[src/rtl/ras_pkg.sv]
// Package: shared types for the return address stack.
// Assumes: the update decode is formed from {push, pop} in that bit order.
package ras_pkg;
    typedef enum logic [1:0] {
        OP_IDLE = 2'b00,
        OP_POP  = 2'b01,
        OP_PUSH = 2'b10,
        OP_SWAP = 2'b11
    } ras_op_e;
endpackage

[src/rtl/ras_store.sv]
// Module: address storage for the return stack.
// Purpose: DEPTH registers with one write port and one asynchronous read port.
// Assumes: indices are below DEPTH; the contents need no reset because the
// controller reports validity separately.
module ras_store #(
    parameter int DEPTH  = 8,
    parameter int ADDR_W = 32,
    localparam int PTR_W = (DEPTH > 1) ? $clog2(DEPTH) : 1
) (
    input  logic              clk,
    input  logic              wr_en,
    input  logic [PTR_W-1:0]  wr_idx,
    input  logic [ADDR_W-1:0] wr_data,
    input  logic [PTR_W-1:0]  rd_idx,
    output logic [ADDR_W-1:0] rd_data
);
    logic [ADDR_W-1:0] slot_q [DEPTH];

    for (genvar e = 0; e < DEPTH; e++) begin : g_slot
        // Capture the write data into this slot when it is addressed.
        always_ff @(posedge clk) begin
            if (wr_en && (wr_idx == PTR_W'(e))) begin
                slot_q[e] <= wr_data;
            end
        end
    end

    // Read the slot chosen by the pointer.
    always_comb begin
        rd_data = slot_q[rd_idx];
    end
endmodule

[src/rtl/ras_ctrl.sv]
// Module: pointer and occupancy control for the return stack.
// Purpose: decodes push/pop, moves the circular top pointer, keeps a count
// that saturates at DEPTH, and selects the storage write slot.
// Assumes: push and pop come only from resolved (non-speculative) events.
module ras_ctrl
    import ras_pkg::*;
#(
    parameter int DEPTH  = 8,
    localparam int PTR_W = (DEPTH > 1) ? $clog2(DEPTH) : 1,
    localparam int CNT_W = $clog2(DEPTH + 1)
) (
    input  logic             clk,
    input  logic             rst_n,
    input  logic             push,
    input  logic             pop,
    output logic             wr_en,
    output logic [PTR_W-1:0] wr_idx,
    output logic [PTR_W-1:0] top_idx,
    output logic             not_empty
);
    localparam logic [PTR_W-1:0] LAST_IDX = PTR_W'(DEPTH - 1);
    localparam logic [CNT_W-1:0] FULL_CNT = CNT_W'(DEPTH);

    ras_op_e          op;
    logic [PTR_W-1:0] ptr_q, ptr_d, ptr_up, ptr_dn;
    logic [CNT_W-1:0] cnt_q, cnt_d;

    // Build the operation code from the two request lines.
    always_comb begin
        op = ras_op_e'({push, pop});
    end

    // Neighbour indices with wrap-around for any depth.
    always_comb begin
        ptr_up = (ptr_q == LAST_IDX) ? '0 : ptr_q + PTR_W'(1);
        ptr_dn = (ptr_q == '0) ? LAST_IDX : ptr_q - PTR_W'(1);
    end

    // Next pointer and occupancy for each operation.
    always_comb begin
        ptr_d = ptr_q;
        cnt_d = cnt_q;
        unique case (op)
            OP_PUSH: begin
                ptr_d = ptr_up;
                if (cnt_q != FULL_CNT) cnt_d = cnt_q + CNT_W'(1);
            end
            OP_POP: begin
                if (cnt_q != '0) begin
                    ptr_d = ptr_dn;
                    cnt_d = cnt_q - CNT_W'(1);
                end
            end
            OP_SWAP: begin
                if (cnt_q == '0) cnt_d = CNT_W'(1);
            end
            default: ;
        endcase
    end

    // Register the pointer and occupancy, clearing both on reset.
    always_ff @(posedge clk) begin
        if (!rst_n) begin
            ptr_q <= '0;
            cnt_q <= '0;
        end else begin
            ptr_q <= ptr_d;
            cnt_q <= cnt_d;
        end
    end

    // Write slot: a plain push goes above the top, a swap overwrites it.
    always_comb begin
        wr_en  = push && rst_n;
        wr_idx = (op == OP_PUSH) ? ptr_up : ptr_q;
    end

    // Present the top slot and the occupancy flag.
    always_comb begin
        top_idx   = ptr_q;
        not_empty = (cnt_q != '0);
    end

    assert_count_bound_R4: assert property (@(posedge clk) disable iff (!rst_n)
        cnt_q <= FULL_CNT);

    assert_push_grows_R2: assert property (@(posedge clk) disable iff (!rst_n)
        (push && !pop && cnt_q != FULL_CNT) |=> (cnt_q == $past(cnt_q) + CNT_W'(1)));

    assert_full_saturates_R4: assert property (@(posedge clk) disable iff (!rst_n)
        (push && !pop && cnt_q == FULL_CNT) |=> (cnt_q == FULL_CNT));

    assert_empty_pop_R5: assert property (@(posedge clk) disable iff (!rst_n)
        (pop && !push && cnt_q == '0) |=> (cnt_q == '0 && $stable(ptr_q)));

    assert_pop_shrinks_R3: assert property (@(posedge clk) disable iff (!rst_n)
        (pop && !push && cnt_q != '0) |=> (cnt_q == $past(cnt_q) - CNT_W'(1)));

    assert_swap_ptr_R6: assert property (@(posedge clk) disable iff (!rst_n)
        (push && pop) |=> $stable(ptr_q));

    assert_swap_empty_R7: assert property (@(posedge clk) disable iff (!rst_n)
        (push && pop && cnt_q == '0) |=> (cnt_q == CNT_W'(1)));

    assert_idle_hold_R9: assert property (@(posedge clk) disable iff (!rst_n)
        (!push && !pop) |=> ($stable(ptr_q) && $stable(cnt_q)));
endmodule

[src/rtl/ras_predictor.sv]
// Module: return address stack predictor (top level).
// Purpose: pushes confirmed call return addresses, pops on confirmed returns,
// and offers the top entry as the predicted return target.
// Assumes: updates arrive after misprediction checks; overflow drops the
// oldest entry silently; the output address reads zero when empty.
module ras_predictor #(
    parameter int DEPTH  = 8,
    parameter int ADDR_W = 32,
    localparam int PTR_W = (DEPTH > 1) ? $clog2(DEPTH) : 1
) (
    input  logic              clk,
    input  logic              rst_n,
    input  logic              push_i,
    input  logic [ADDR_W-1:0] push_addr_i,
    input  logic              pop_i,
    output logic [ADDR_W-1:0] top_addr_o,
    output logic              top_valid_o
);
    logic              wr_en;
    logic [PTR_W-1:0]  wr_idx;
    logic [PTR_W-1:0]  top_idx;
    logic              not_empty;
    logic [ADDR_W-1:0] rd_data;

    ras_ctrl #(.DEPTH(DEPTH)) u_ctrl (
        .clk       (clk),
        .rst_n     (rst_n),
        .push      (push_i),
        .pop       (pop_i),
        .wr_en     (wr_en),
        .wr_idx    (wr_idx),
        .top_idx   (top_idx),
        .not_empty (not_empty)
    );

    ras_store #(.DEPTH(DEPTH), .ADDR_W(ADDR_W)) u_store (
        .clk     (clk),
        .wr_en   (wr_en),
        .wr_idx  (wr_idx),
        .wr_data (push_addr_i),
        .rd_idx  (top_idx),
        .rd_data (rd_data)
    );

    // Gate the predicted address with the occupancy flag.
    always_comb begin
        top_valid_o = not_empty;
        top_addr_o  = not_empty ? rd_data : '0;
    end

    assert_push_visible_R2: assert property (@(posedge clk) disable iff (!rst_n)
        push_i |=> (top_valid_o && top_addr_o == $past(push_addr_i)));

    assert_zero_when_empty_R8: assert property (@(posedge clk) disable iff (!rst_n)
        !top_valid_o |-> (top_addr_o == '0));

    assert_idle_top_R9: assert property (@(posedge clk) disable iff (!rst_n)
        (!push_i && !pop_i) |=> ($stable(top_addr_o) && $stable(top_valid_o)));
endmodule

[config.mk]
export PLATFORM = sky130hd
export DESIGN_NAME = ras_predictor
export DESIGN_NICKNAME = d
export VERILOG_FILES = /design/src/rtl/ras_pkg.sv /design/src/rtl/ras_store.sv /design/src/rtl/ras_ctrl.sv /design/src/rtl/ras_predictor.sv
export SDC_FILE = /design/constraint.sdc
export NUM_CORES = 1
export LEC_CHECK = 0
export BUFFER_PORTS_ARGS = -buffer_cell sky130_fd_sc_hd__buf_2
export CORE_UTILIZATION = 40
export DETAILED_ROUTE_END_ITERATION = 10
export PLACE_DENSITY = 0.56
export SLEW_MARGIN = 20
export SYNTH_ARGS = -nofsm -noshare
export SYNTH_HDL_FRONTEND = slang
export SYNTH_HIERARCHICAL = 1
export SYNTH_SLANG_ARGS = --single-unit
export TNS_END_PERCENT = 20
[constraint.sdc]
create_clock -name clk -period 7 [get_ports clk]
set_clock_uncertainty 0.2 [all_clocks]
set_input_delay 0.35 -clock clk [delete_from_list [all_inputs] [get_ports clk]]
set_output_delay 0.35 -clock clk [all_outputs]
set_load 0.01 [all_outputs]
## Yosys cells after proc, flatten, opt, wreduce, memory -nomap -nowiden

Memories as Yosys holds them, arrays and structs flattened. A register that Yosys moved wholly into a read port is not among the register bits.
Cells that the tools add are included.

- Register bits: 7
- RAM bits: 256
- Input port bits: 36
- Output and inout bits: 33
- Logic and storage cells: 95
- Memories: 1

- Add/sub/neg operators: 4
- Equality and inequality tests: 15
- Muxes and demuxes: 49
- Reductions and logical operators: 24

Memories:

| name | depth | bits a word | rd ports | clocked after memory_dff | wr ports | RTL line | text |
|---|---|---|---|---|---|---|---|
| u_store.slot_q | 8 | 32 | 1 | 1 | 1 | ras_store.sv:17 | `logic [ADDR_W-1:0] slot_q [DEPTH];` |

Operator list:

| kind | number |
|---|---|
| 2-to-1 mux 32 bit | 8 |
| OR reduction 32 bit | 7 |
| 2-to-1 mux 3 bit | 13 |
| 2-to-1 mux 1 bit | 23 |
| equality test 3 bit (second input constant) | 5 |
| 2-to-1 mux 4 bit | 3 |
| case mux 4 bit (3 select lines) | 1 |
| logical AND 1 bit | 9 |
| equality test 3 x 2 -> 1 bit (second input constant) | 2 |
| zero test 3 bit | 2 |
| case mux 3 bit (2 select lines) | 1 |
| adder 4 x 1 -> 4 bit (second input constant) | 1 |
| equality test 2 bit (second input constant) | 2 |
| zero test 4 bit | 1 |
| != test 2 x 1 -> 1 bit (second input constant) | 2 |
| != test 4 bit (second input constant) | 1 |
| AND reduction 4 bit | 1 |
| nonzero test 4 bit | 1 |
| subtractor 4 x 1 -> 4 bit (second input constant) | 1 |
| adder 3 x 1 -> 3 bit (second input constant) | 1 |
| equality test 3 x 1 -> 1 bit (second input constant) | 1 |
| nonzero test 3 bit | 1 |
| subtractor 3 x 1 -> 3 bit (second input constant) | 1 |
| equality test 2 x 1 -> 1 bit (second input constant) | 1 |
| 3 further kinds | 3 |

## Longest topological paths before layout

- Depth in word-level cells: 15
- Gate-level depth with buffers: 9
- Depth with buffers taken out: 7

## By module

Netlist, hierarchy kept.

Modules (own cells, without submodules):

| module | instances | cells an instance | area an instance (um2) | seq. area each (um2) |
|---|---|---|---|---|
| ras_store | 1 | 383 | 9825.7 | 7687.4 |
| ras_ctrl | 1 | 76 | 635.6 | 140.1 |
| ras_predictor | 1 | 35 | 255.2 | 0.0 |

## Worst setup path before layout

No wires, ideal clock.

- Kind: input to register
- Start point: in pop_i
- End point: mem u_store.slot_q[0][0], enable pin
- Setup time: 0.461 ns
- Data arrival time: 3.530 ns
- Data required time: 6.339 ns
- Setup slack: 2.809 ns
- Cell stages on the path: 4
- Path buffers: 1
- Path through: buf_2 > nor2b_1 > mux2_2 > nor3_1

- Cells in the longest elaborated chain, start to end: 14
- Elaborated cells on any way between the ends: 55
- Classes of those cells: eq/ne (8); mux (31); reduce/logical (16)

Ends and longest elaborated chain:

| element | RTL line | text |
|---|---|---|
| start, declared | ras_predictor.sv:15 | `input logic pop_i,` |
| equality test 2 bit * | ras_ctrl.sv:75 | `wr_idx = (op == OP_PUSH) ? ptr_up : ptr_q;` |
| 2-to-1 mux 3 bit * | ras_ctrl.sv:75 |  |
| via wr_idx[2] | ras_predictor.sv:20 | `logic [PTR_W-1:0] wr_idx;` |
| equality test 3 x 1 -> 1 bit | ras_store.sv:22 | `if (wr_en && (wr_idx == PTR_W'(e))) begin` |
| logical AND 1 bit | ras_store.sv:22 |  |
| 2-to-1 mux 1 bit | ras_store.sv:22 |  |
| 2-to-1 mux 1 bit (not written as such) | ras_store.sv:23 | `slot_q[e] <= wr_data;` |
| OR reduction 32 bit (no line) | n/a |  |
| 2-to-1 mux 3 bit (no line) / 2-to-1 mux 1 bit (equally long branches) (7 in series) | n/a |  |
| end, declared | ras_store.sv:17 |  |

Mark *: on every way through the listed nets, which the timed path passes. The rest lies on a longest branch.

## Worst setup path after layout

- Start point: reg u_ctrl.ptr_q[0] (netlist: u_ctrl/top_idx[0])
- End point: mem u_store.slot_q[6][3], enable pin

- Cells in the longest elaborated chain, start to end: 15
- Elaborated cells on any way between the ends: 57
- Classes of those cells: add/sub (1); eq/ne (8); mux (32); reduce/logical (16)

Ends and longest elaborated chain:

| element | RTL line | text |
|---|---|---|
| start, declared | ras_ctrl.sv:25 | `logic [PTR_W-1:0] ptr_q, ptr_d, ptr_up, ptr_dn;` |
| start signal, assigned | ras_ctrl.sv:67 | `ptr_q <= ptr_d;` |
| adder 3 x 1 -> 3 bit / equality test 3 bit (equally long branches) | ras_ctrl.sv:35 | `ptr_up = (ptr_q == LAST_IDX) ? '0 : ptr_q + PTR_W'(1);` |
| 2-to-1 mux 3 bit | ras_ctrl.sv:35 |  |
| 2-to-1 mux 3 bit * | ras_ctrl.sv:75 |  |
| via wr_idx[0] | ras_predictor.sv:20 |  |
| equality test 3 x 1 -> 1 bit | ras_store.sv:22 |  |
| logical AND 1 bit | ras_store.sv:22 |  |
| 2-to-1 mux 1 bit | ras_store.sv:22 |  |
| 2-to-1 mux 1 bit (not written as such) | ras_store.sv:23 |  |
| OR reduction 32 bit (no line) | n/a |  |
| 2-to-1 mux 3 bit (no line) / 2-to-1 mux 1 bit (equally long branches) (7 in series) | n/a |  |

Marked as above.

==> metrics <==
CP cell instances buf_4 -> ha_1 -> ha_1 -> nor2_1 -> mux2_2 -> nand2b_1 -> nor2_4 -> buf_16; crit path time final 3800 ps; cell repeated most along the worst path ha_1; Slew Viols, Final 0; Detailed Route Iter0 Violations 273; Largest delay share family, worst path buffers and inverters; Startpoint Class flop; final-report hold violation count 0; synth warn 6; root buf cell clkbuf_16; first-pass GRT wire length around 31 mm; Hold Crit Class in -> reg; post-cts resize count 0; Post-CTS Setup Bufs 0; most common cell in the synthesized netlist edfxtp_1; Pint 0.00284 W; Fill cells 2140; RR Startpoint u_ctrl/top_idx[0]; GRT Overall Usage 0.144; failing checks design-rule violations; CTS tree done; Post-Syn Nets 536; Syn Area/Cell 21.7 um^2; vias in the first global route about 5400; area leader, netlist edfxtp_1; I/O pins between 60 and 70; gr ovfl total 0; WL per Instance 20.2 um; Worst setup startpoint u_ctrl/top_idx[0]; dpl cells 876; Starting Density 0.409; final non-filler cell total 965; vias 5054; WP buf/inv 2; Leak Pwr between 4 and 5 nW; logic gate share of total power 0.155; final worst slack between 3000 and 4000 ps; Sink Count 263; final setup vio count 0; Seq cells post-synth 263; Port Buffer Count 68; layout cell share with drive strength beyond 1 0.348; H-tree levels 1; Die H between 150 and 200 um; R2R Setup Slk approximately 3200 ps; synth cell count leaders edfxtp_1, mux4_1, mux2_2, and2_2, mux4_2; Synth top area share 0.717; total wire length 19.5 mm; Hold Buf Count CTS 33; highest-delay cell along the critical path buf_4; run status complete, but fails checks; Sequential Power Share 0.494; CP endpoint u_store/slot_q[6][3]; clk_lat worst skew 530 ps; Seq. cell area 7840 um^2; Layout Nets 650; Post-synth EDFFs 256; Clk pwr share 0.351; largest net degree at the start of global routing 70; Primary FF master, synth edfxtp_1; Achievable Freq 0.263 GHz; mapped cell area 10700 um^2; Gate Count Post-Synth slightly below 500; Worst path max stage delay 730 ps; Sum Neg Setup Slack 0 ps; initial antenna violation count 1; worst vdd ir 0.156 mV; DP Area 11400 um^2; clock transition at the registers of the reported paths 60 ps; Core Area 26200 um^2; Critical Path Stages 8; Die Area 27400 um^2; row count around 60; vias per cell between 5 and 6; residual DRC count 8; area of the multi-input gates 2760 um^2; max cap viols 0; DRT Pass-1 Iters 7; Crit Path Category reg -> reg; RePlAce Congestion 0.679; crit path max fanout 46; unrepaired setup endpoints after global routing no; Die Wd 166 um; Area Growth Syn to Fin 18.5%; clk buf depth 3; Slew @ Worst Pin slightly below 1000 ps; fraction of registers with async set/reset 0; synth top area cells edfxtp_1, mux4_1, mux4_2; CP endpoint kind flop; FF-to-FF path depth 8; Switching Share 0.242; Synth cell types 42; Post-DP HPWL between 10 and 15 mm; ANT nets after route 0; relative slew slack 0.352; CTS Buf Count 27; reg2reg end u_store/slot_q[6][3]; sequential-to-total area share from yosys stat 0.730; Place WS 2880 ps; P_sw approximately 0.0009 W; worst endpoint required time a little over 7000 ps; Final period util 0.543; pwr/cell area 294 nW/um^2; arrival time at the worst endpoint 3840 ps; Design Area, Final around 13000 um^2
[flip-flops by register name, indices dropped and copies added (netlist names)]
| signal | flops |
|---|---|
| u_store/slot_q | 256 |
| u_ctrl/cnt_q | 4 |
| u_ctrl/top_idx | 3 |
[power by group through the flow]
stage	logic (W)	registers (W)	clock network, W
3_5_place_dp	0.000573	0.00188	0
3_3_place_gp	0.000566	0.00188	0
2_1_floorplan	0.000432	0.00183	0
6_report	0.000579	0.00185	0.00131
4_1_cts	0.000590	0.00185	0.00135
5_1_grt	0.000635	0.00186	0.00141
[tightest hold or removal path, cell delays in order]
cell and delay [ps]:
buf_2 190, xnor2_1 120, nand3_1 90, nand2_1 50
[how the worst min path moves through the flow]
stage                                 endpoint             from  slack, ps  cells after the start
after global placement         u_ctrl/cnt_q[2]  u_ctrl/cnt_q[2]        300                      2
after global routing           u_ctrl/cnt_q[0]           push_i        120                      4
after detailed placement       u_ctrl/cnt_q[2]  u_ctrl/cnt_q[2]        330                      2
final                          u_ctrl/cnt_q[0]           push_i         90                      4
after floorplan           u_store/slot_q[0][0]   push_addr_i[0]        250                      0
after CTS                      u_ctrl/cnt_q[0]           push_i         70                      4
[cells by family after synthesis]
family | count (synthesis) | share of synthesized area
AND/OR/NAND/NOR | 71 | 0.0410
multiplexers | 99 | 0.185
adder cells (fa/ha/maj) | 6 | 0.00701
AO/OA/AOI/OAI | 20 | 0.0148
XOR/XNOR | 5 | 0.00409
flip-flops | 263 | 0.730
buffers and inverters | 30 | 0.0175
[per-stage QoR]
stage          hold WS (ps)   util  power (W)
2_1_floorplan           249      -    0.00226
3_3_place_gp            304  0.435    0.00245
3_5_place_dp            332  0.436    0.00246
4_1_cts                67.6  0.480    0.00380
5_1_grt                 118  0.485    0.00390
6_report               92.2  0.485    0.00374
[cells in the final DEF, fill, tap and decap left out, types with 8 or more instances in the layout]
cell and count:
buf_2 68, mux2_2 34, clkbuf_16 27, nand2_1 9, clkinv_1 8, dlygate4sd3_1 33, mux4_2 24, edfxtp_1 256
mux4_1 40, and2_2 32
[routing by layer]
metal	wire [um]	track usage	vias to the layer above	share of wire
met1	8290	0.181	2615	0.43
met4	298	0.0419	0	0.015
met3	686	0.0225	27	0.035
li1	-	-	2312	-
met2	10200	0.259	100	0.52
met5	0	0	-	0
[layout make-up]
type / instances / area share
flip-flops and latches: 263 / 0.617
multi-input cells: 201 / 0.217
repair buffers: 111 / 0.0676
clock buffers: 33 / 0.0550
well taps: 335 / 0.0330
clock inverters: 17 / 0.00926
inverters: 4 / 0.00118
diodes: 1 / 0.000197
No activity file was read; power rests on OpenSTA's default activity.
